`config.mk`:
```
export PLATFORM = sky130hd
export DESIGN_NAME = flash_pv_seq
export DESIGN_NICKNAME = d
export VERILOG_FILES = /design/src/rtl/flash_pv_pkg.sv /design/src/rtl/fpv_blk_decode.sv /design/src/rtl/fpv_len_dbl.sv /design/src/rtl/fpv_cmp.sv /design/src/rtl/flash_pv_seq.sv
export SDC_FILE = /design/constraint.sdc
export NUM_CORES = 1
export LEC_CHECK = 0
export ABC_AREA = 1
export BUFFER_PORTS_ARGS = -buffer_cell sky130_fd_sc_hd__clkbuf_2
export CAP_MARGIN = 20
export CELL_PAD_IN_SITES_DETAIL_PLACEMENT = 1
export CELL_PAD_IN_SITES_GLOBAL_PLACEMENT = 1
export CORE_UTILIZATION = 36
export DETAILED_ROUTE_END_ITERATION = 6
export PLACE_DENSITY_LB_ADDON = 0.25
export RECOVER_POWER = 100
export SLEW_MARGIN = 20
export SYNTH_ARGS = -nofsm -noshare
export SYNTH_HDL_FRONTEND = slang
export SYNTH_SLANG_ARGS = --single-unit
```
`constraint.sdc`:
```
create_clock -name clk -period 1.7 [get_ports clk]
set_input_delay 0.34 -clock clk [delete_from_list [all_inputs] [get_ports clk]]
set_output_delay 0.34 -clock clk [all_outputs]
set_load 0.01 [all_outputs]
```
`src/rtl/flash_pv_pkg.sv`:
```
`timescale 1ns/1ps
package flash_pv_pkg;

    // Sequencer phases; the PASS_* chain releases controls one per cycle.
    typedef enum logic [3:0] {
        ST_IDLE,
        ST_SUPPLY,
        ST_SELECT,
        ST_PULSE,
        ST_VERIFY,
        ST_RETRY,
        ST_PASS_A,
        ST_PASS_B,
        ST_PASS_C,
        ST_PASS_FLAG,
        ST_NG_OFF,
        ST_NG_FLAG
    } seq_st_e;

endpackage

```
`src/rtl/fpv_blk_decode.sv`:
```
`timescale 1ns/1ps
module fpv_blk_decode #(
    parameter int NBLK = 4,
    localparam int BSW = (NBLK > 1) ? $clog2(NBLK) : 1
) (
    input  logic [BSW-1:0]  idx_i,
    output logic [NBLK-1:0] sel_o
);
    for (genvar i = 0; i < NBLK; i++) begin : g_sel
        assign sel_o[i] = (idx_i == BSW'(i));
    end
endmodule

```
`src/rtl/fpv_len_dbl.sv`:
```
`timescale 1ns/1ps
module fpv_len_dbl #(
    parameter int PW = 6
) (
    input  logic [PW-1:0] len_i,
    output logic [PW-1:0] len_o
);
    // Saturating left shift: a set top bit means the double would overflow.
    always_comb begin
        if (len_i[PW-1]) len_o = '1;
        else             len_o = {len_i[PW-2:0], 1'b0};
    end
endmodule

```
`src/rtl/fpv_cmp.sv`:
```
`timescale 1ns/1ps
module fpv_cmp #(
    parameter int DW = 8
) (
    input  logic [DW-1:0] rd_i,
    input  logic [DW-1:0] wr_i,
    output logic          eq_o
);
    logic [DW-1:0] diff;
    for (genvar b = 0; b < DW; b++) begin : g_bit
        assign diff[b] = rd_i[b] ^ wr_i[b];
    end
    assign eq_o = (diff == '0);
endmodule

```
`src/rtl/flash_pv_seq.sv`:
```
`timescale 1ns/1ps
module flash_pv_seq
    import flash_pv_pkg::*;
#(
    parameter int AW         = 8,
    parameter int DW         = 8,
    parameter int NBLK       = 4,
    parameter int PW         = 6,
    parameter int INIT_PULSE = 4,
    parameter int SETUP_CYC  = 3,
    parameter int VFY_CYC    = 2,
    parameter int MAX_VERIFY = 6,
    localparam int CW  = $clog2(MAX_VERIFY + 1),
    localparam int BSW = (NBLK > 1) ? $clog2(NBLK) : 1
) (
    input  logic            clk,
    input  logic            rst_n,
    input  logic            start_i,
    input  logic [AW-1:0]   addr_i,
    input  logic [DW-1:0]   data_i,
    input  logic [DW-1:0]   rdata_i,
    output logic            supply_o,
    output logic            prog_o,
    output logic            verify_o,
    output logic [NBLK-1:0] blk_sel_o,
    output logic [AW-1:0]   addr_o,
    output logic [DW-1:0]   wdata_o,
    output logic            busy_o,
    output logic            done_o,
    output logic            err_o,
    output logic [CW-1:0]   fail_cnt_o
);

    typedef struct packed {
        seq_st_e          st;
        logic             sup;
        logic             prog;
        logic             vfy;
        logic [NBLK-1:0]  blk;
        logic [AW-1:0]    addr;
        logic [DW-1:0]    data;
        logic [PW-1:0]    len;
        logic [PW-1:0]    tmr;
        logic [CW-1:0]    fails;
    } seq_regs_t;

    seq_regs_t q, d;

    logic [NBLK-1:0] dec_sel;
    logic [PW-1:0]   len_dbl;
    logic            rd_match;

    fpv_blk_decode #(.NBLK(NBLK)) u_dec (
        .idx_i (q.addr[AW-1 -: BSW]),
        .sel_o (dec_sel)
    );

    fpv_len_dbl #(.PW(PW)) u_dbl (
        .len_i (q.len),
        .len_o (len_dbl)
    );

    fpv_cmp #(.DW(DW)) u_cmp (
        .rd_i (rdata_i),
        .wr_i (q.data),
        .eq_o (rd_match)
    );

    always_comb begin
        d = q;
        unique case (q.st)
            ST_IDLE: begin
                if (start_i) begin
                    d.st    = ST_SUPPLY;
                    d.sup   = 1'b1;
                    d.addr  = addr_i;
                    d.data  = data_i;
                    d.len   = PW'(INIT_PULSE);
                    d.tmr   = PW'(SETUP_CYC - 1);
                    d.fails = '0;
                end
            end
            ST_SUPPLY: begin
                if (q.tmr == '0) begin
                    d.st  = ST_SELECT;
                    d.blk = dec_sel;
                end else begin
                    d.tmr = q.tmr - 1'b1;
                end
            end
            ST_SELECT: begin
                d.st   = ST_PULSE;
                d.prog = 1'b1;
                d.tmr  = q.len - 1'b1;
            end
            ST_PULSE: begin
                if (q.tmr == '0) begin
                    d.st   = ST_VERIFY;
                    d.prog = 1'b0;
                    d.vfy  = 1'b1;
                    d.tmr  = PW'(VFY_CYC - 1);
                end else begin
                    d.tmr = q.tmr - 1'b1;
                end
            end
            ST_VERIFY: begin
                if (q.tmr == '0) begin
                    d.vfy = 1'b0;
                    if (rd_match) begin
                        d.st = ST_PASS_A;
                    end else begin
                        d.st    = ST_RETRY;
                        d.fails = q.fails + 1'b1;
                    end
                end else begin
                    d.tmr = q.tmr - 1'b1;
                end
            end
            ST_RETRY: begin
                if (q.fails == CW'(MAX_VERIFY)) begin
                    d.st  = ST_NG_OFF;
                    d.blk = '0;
                    d.sup = 1'b0;
                end else begin
                    d.st   = ST_PULSE;
                    d.prog = 1'b1;
                    d.len  = len_dbl;
                    d.tmr  = len_dbl - 1'b1;
                end
            end
            ST_PASS_A: begin
                d.st  = ST_PASS_B;
                d.blk = '0;
            end
            ST_PASS_B: begin
                d.st  = ST_PASS_C;
                d.sup = 1'b0;
            end
            ST_PASS_C:    d.st = ST_PASS_FLAG;
            ST_PASS_FLAG: d.st = ST_IDLE;
            ST_NG_OFF:    d.st = ST_NG_FLAG;
            ST_NG_FLAG:   d.st = ST_IDLE;
            default: begin
                d.st   = ST_IDLE;
                d.sup  = 1'b0;
                d.prog = 1'b0;
                d.vfy  = 1'b0;
                d.blk  = '0;
            end
        endcase
    end

    always_ff @(posedge clk or negedge rst_n) begin
        if (!rst_n) begin
            q <= '{st: ST_IDLE, default: '0};
        end else begin
            q <= d;
        end
    end

    assign supply_o   = q.sup;
    assign prog_o     = q.prog;
    assign verify_o   = q.vfy;
    assign blk_sel_o  = q.blk;
    assign addr_o     = q.addr;
    assign wdata_o    = q.data;
    assign busy_o     = (q.st != ST_IDLE);
    assign done_o     = (q.st == ST_PASS_FLAG);
    assign err_o      = (q.st == ST_NG_FLAG);
    assign fail_cnt_o = q.fails;

endmodule

```
# --- Word level (Yosys, flattened, before mapping) ---
# Cells that the tools add are included.
op_classes:
  addsub: 4
  n_eq_ne: 23
  n_mux: 27
  bitwise: 12
  reduce_logical: 22
op_table:
  columns: ["cell", "count"]
  rows:
  - ["4-bit one-hot mux with 10 select lines", 1]
  - ["6-bit one-hot mux with 5 select lines", 1]
  - ["9-bit OR reduction", 3]
  - ["4-bit two-way mux", 6]
  - ["6-bit two-way mux", 3]
  - ["6-bit by 1-bit subtractor with 6-bit output, second input constant", 3]
  - ["4-bit by 3-bit == test with 1-bit output, second input constant", 4]
  - ["4-bit == test, second input constant", 4]
  - ["2-bit inequality test, second input constant", 8]
  - ["15-bit two-way mux", 1]
  - ["3-bit AND reduction", 5]
  - ["12-bit two-way mux", 1]
  - ["4-bit one-hot mux with 3 select lines", 1]
  - ["6-bit one-hot mux with 2 select lines", 1]
  - ["4-bit AND reduction", 3]
  - ["10-bit OR reduction", 1]
  - ["4-bit by 2-bit == test with 1-bit output, second input constant", 2]
  - ["8-bit logical NOT", 1]
  - ["1-bit bitwise XOR", 8]
  - ["6-bit logical NOT", 1]
  - ["3-bit two-way mux", 2]
  - ["1-bit one-hot mux with 3 select lines", 2]
  - ["3-bit one-hot mux with 2 select lines", 1]
  - ["5-bit two-way mux", 1]
  - ["16 further kinds", 24]
word_totals:
  regBits: 42
  in_bits: 27
  out_inout_bits: 29
  elab_cells: 98

# --- Longest topological paths before layout ---
logic_depth:
  word_depth: 5
  depth_mapped: 13
  depth_no_buf: 13

# --- By module ---
# From an unflattened synthesis, not the netlist that was laid out.
hier_totals:
  hier_cells: 380
  hier_area_um2: 2678.8
modules_own_cells:
  columns: ["module", "instances", "cells_per_inst", "area_per_inst_um2", "seq_area_each_um2"]
  rows:
  - ["flash_pv_seq", 1, 317, 2438.6, 1051.0]
  - ["fpv_cmp", 1, 44, 165.2, 0.0]
  - ["fpv_len_dbl", 1, 12, 48.8, 0.0]
  - ["fpv_blk_decode", 1, 7, 26.3, 0.0]

# --- Least setup slack after synthesis ---
# Ideal clock, no wire load.
synth_path:
  path_kind: "reg-to-reg"
  from: "register q[41] (netlist bit)"
  to: "register q[7] (netlist bit)"
  setup_ns: 0.116
  arrival_ns: 1.469
  required_ns: 1.584
  path_slack_ns: 0.114
  stages_incl_launch_ff: 12
  path_buffers: 0
  period_less_slack_ns: 1.586
  cell_sequence: "dfrtp_1 > inv_2 > nand2_4 > nor2_8 > nand2_1 > nand2_4 > ha_1 > nand3_1 > nor2_1 > o22ai_1 > nand2_1 > nand2_1"
synth_via:
  elab_chain_len: 4
  elab_cells_between_ends: 13
  classes_between: "8 x eq/ne; 1 x mux; 4 x reduce/logical"
synth_rtl:
  columns: ["element", "line_no", "text"]
  rows:
  - ["start, declared", "flash_pv_seq.sv:47", "seq_regs_t q, d;"]
  - ["start signal, assigned", "flash_pv_seq.sv:155", "q <= '{st: ST_IDLE, default: '0};"]
  - ["start signal, assigned", "flash_pv_seq.sv:157", "q <= d;"]
  - ["4-bit by 3-bit == test with 1-bit output or 4-bit by 1-bit == test with 1-bit output (tied branches)", "flash_pv_seq.sv:71", "unique case (q.st)"]
  - ["2-bit OR reduction (no line)", null, null]
  - ["5-bit nonzero test (no line) or 2-bit inequality test (tied branches)", null, null]
  - ["4-bit AND reduction (no line)", null, null]
# Several ways; a longest one is shown, not always the timed one.
# A chain may end at the register's enable or synchronous reset.

# --- Worst setup path after layout ---
layout_path:
  from: "register q[39] (netlist bit)"
  to: "register q[40] (netlist bit)"
layout_via:
  elab_chain_len: 3
  elab_cells_between_ends: 16
  classes_between: "13 x eq/ne; 1 x mux; 2 x reduce/logical"
layout_rtl:
  columns: ["element", "line_no"]
  rows:
  - ["4-bit by 1-bit == test with 1-bit output, or another cell as far along", "flash_pv_seq.sv:71"]
  - ["2-bit inequality test (no line)", null]
  - ["4-bit AND reduction (no line)", null]
# Several ways; a longest one is shown, not always the timed one.

==> metrics <==
Critical Path End=q[40]$_DFFE_PN0P_; slack of the worst reg-to-reg path=-0.10 ns; Setup WS post-layout=-0.102 ns; top cells by area, synth=dfrtp_1, nand2_1, buf_4; Synth Area in Adders=2.39%; Hold Path Class=input port to register; row cnt=30; area share of the largest cell type after synthesis=around two fifths; vias per std cell=around 4.8; syn nets=about 380; drt total wl=8.12 mm; Post-layout nets=approximately 460; worst vdd ir=around 0.92 mV; unrepaired setup endpoints after global routing=true; Total Routing Usage GR=roughly a fifth; Final Cycle Share=106%; Ys Warns=0; worst r2r dst=q[40]$_DFFE_PN0P_; max cap viols=0; via count=about 2.5k; Filler Cells Inserted=910; # port buffers=55; CP Data Required Time=1.87 ns; DRT Pass-1 Iters=4; Initial Util=38.0%; Max Root-Sink Buffers=2; CTS H-tree lvls=2; Fmax achieved=between 0.5 and 0.6 GHz; sequential share of the synthesized area=roughly 40%; Yosys top cell by area=dfrtp_1; Die Span Y=between 80 and 90 um; Post-Synthesis Cells=between 300 and 400; Setup Skew=0.00698 ns; Root Buffer=clkbuf_8; Startpoint Class=register; commonest non-fill, non-tap cell in the layout=nand2_1; Post-Synth XOR/XNOR Area=4.34%; global-route wire length before repair=11.6 mm; drt drc=0; Mean Syn Cell Area=roughly 7.6 um^2; clk_lat worst skew=around 0.29 ns; PwrDens=roughly 1900 nW/um^2; Pleak=approximately 1.8 nW; Hold WS=roughly 0.25 ns; synth unique cells=35; Layout area overhead=33.7%; FF-to-FF path depth=10; Simple-Gate Fraction of Synth Area=32.0%; worst hold stages=3; mux contribution to synthesized area=0%; final setup violation count=10; Synth Area in Compound Gates=8.74%; pre-CTS setup slack=-0.0538 ns; CTS tree=done; antenna viol nets, final=0; final hold vios=0; most frequent cells in the layout=nand2_1, buf_4, dfrtp_1; DRC marker count from the first detailed-route iteration=between 80 and 90; reg2reg start=q[39]$_DFFE_PN0P_; core area=around 7000 um^2; vias in the first global route=about 2.5k; GP Congestion=0.902; register clock-pin slew on the reported worst setup and hold paths=approximately 0.090 ns; fin. max-slew vios=0; TritonCTS buffer count=5; status=finished, violations left; die width=just under 90 um; CTS Sinks=42; CP startpoint=q[39]$_DFFE_PN0P_; post-synthesis instance area=2620 um^2; Yosys reg bits=between 40 and 50; Antenna Diode Count=0; Worst EP arrival=1.98 ns; die area=between 7000 and 8000 um^2; share of cells above drive strength 1=roughly 38%; Setup CP Type=register to register; Detailed Place HPWL=between 5 and 6 mm; failing checks=setup timing; hold_buf cts=0; I/O pin cnt=between 50 and 60; CP Capture Type=register; largest family of logic cells by synthesized area=simple AND/OR/NAND/NOR gates; Routed WL per cell=15.4 um; Slew Limit Headroom=27.2%; grt ovf=0; Tmin final=roughly 1.8 ns; crit path max fanout=5; Worst-Margin Slew=approximately 1.1 ns; initial antenna violation count=0; largest net degree at the start of global routing=between 40 and 50
power breakdown:
part / internal (W) / total (W) / switching (W)
Sequential: 0.00141 / 0.00176 / 0.000355
Clock: 0.000471 / 0.000840 / 0.000369
Combinational: 0.00173 / 0.00418 / 0.00245
repair_timing:
action	CTS	global route
gates cloned	0	1
endpoints found under the setup margin	15	37
gates resized for setup	9	65
buffers inserted	4	13
pin swaps	1	16
registers in the layout, summed over array words and instances, names as in the netlist:
| signal | count |
|---|---|
| fail_cnt_o | 3 |
| addr_o | 8 |
| blk_sel_o | 4 |
| supply_o | 1 |
| q | 16 |
| wdata_o | 8 |
| prog_o | 1 |
| verify_o | 1 |
critical path, cell delays in order (launching register included):
cell	delay [ns]
dfrtp_2	0.47
nor2_2	0.23
nand2_1	0.21
inv_2	0.15
nand2_2	0.09
inv_2	0.12
nor2_2	0.06
nand3_1	0.06
inv_1	0.08
o21ai_0	0.12
nand2_1	0.09
cells in the mapped netlist:
library cell and instances:
a211oi_2 1, dfrtp_1 42, xnor2_1 6, o21ai_0 9, nand4_1 2, buf_2 2
o21ai_1 10, nand3_2 1, o21bai_1 1, nand3b_1 1, nand2_2 3, inv_1 27
nand2_4 5, nor3_1 3, o22ai_1 1, a21oi_1 7, o221ai_1 1, buf_4 24
o2111ai_1 1, nand3_1 12, a21o_1 1, nor3_4 1, a22oi_1 1, o211ai_1 3
a21oi_2 1, xor2_1 7, ha_1 5, nor2_8 1, nand2_1 122, o21ai_2 1
nor2_1 28, nor2_4 2, inv_2 9, nor2_2 5, and2_1 1
stage by stage:
| stage | total power, W | instance area (um^2) | TNS [ns] | util, % | std cells |
|---|---|---|---|---|---|
| 2_1_floorplan | 0.00412 | 2620 | 0 | - | 347 |
| 3_3_place_gp | 0.00505 | 3060 | -0.158 | 44.4 | 502 |
| 3_5_place_dp | 0.00518 | 3060 | -0.281 | 44.4 | 502 |
| 4_1_cts | 0.00610 | 3230 | 0 | 46.7 | 513 |
| 5_1_grt | 0.00730 | 3510 | -2.33 | 50.8 | 527 |
| 6_report | 0.00678 | 3510 | -0.371 | 50.8 | 527 |
cell families after synthesis:
group           count (synthesis)
fa+ha+maj                       5
buf+inv                        62
simple gates                  187
compound gates                 38
xor+xnor                       13
flops                          42
final cells by class:
type	instances	area, um^2	area share [%]
sequential	42	1050	30.1
clock inverter	1	30.0	0.857
tap	96	120	3.43
multi-input combinational	244	1470	41.8
clock buffer	6	82.6	2.36
timing repair buffer	102	609	17.4
inverter	36	143	4.07
metal layers:
metal | up-vias | GRT usage, % | share of wire [%]
li1 | 1227 | - | -
met1 | 1237 | 24.2 | 42
met2 | 52 | 35.2 | 53
met3 | 12 | 3.13 | 3.1
met4 | 0 | 6.11 | 1.9
met5 | - | 0 | 0
how the worst min path moves through the flow:
stage,to,start
2_1_floorplan,addr_o[0]$_DFFE_PN0P_,rst_n
3_3_place_gp,wdata_o[3]$_DFFE_PN0P_,rst_n
3_5_place_dp,q[12]$_DFFE_PN0P_,rst_n
4_1_cts,q[7]$_DFFE_PN0P_,rst_n
5_1_grt,wdata_o[4]$_DFFE_PN0P_,data_i[4]
6_report,addr_o[0]$_DFFE_PN0P_,addr_i[0]
(Power assumes the default switching activity.)
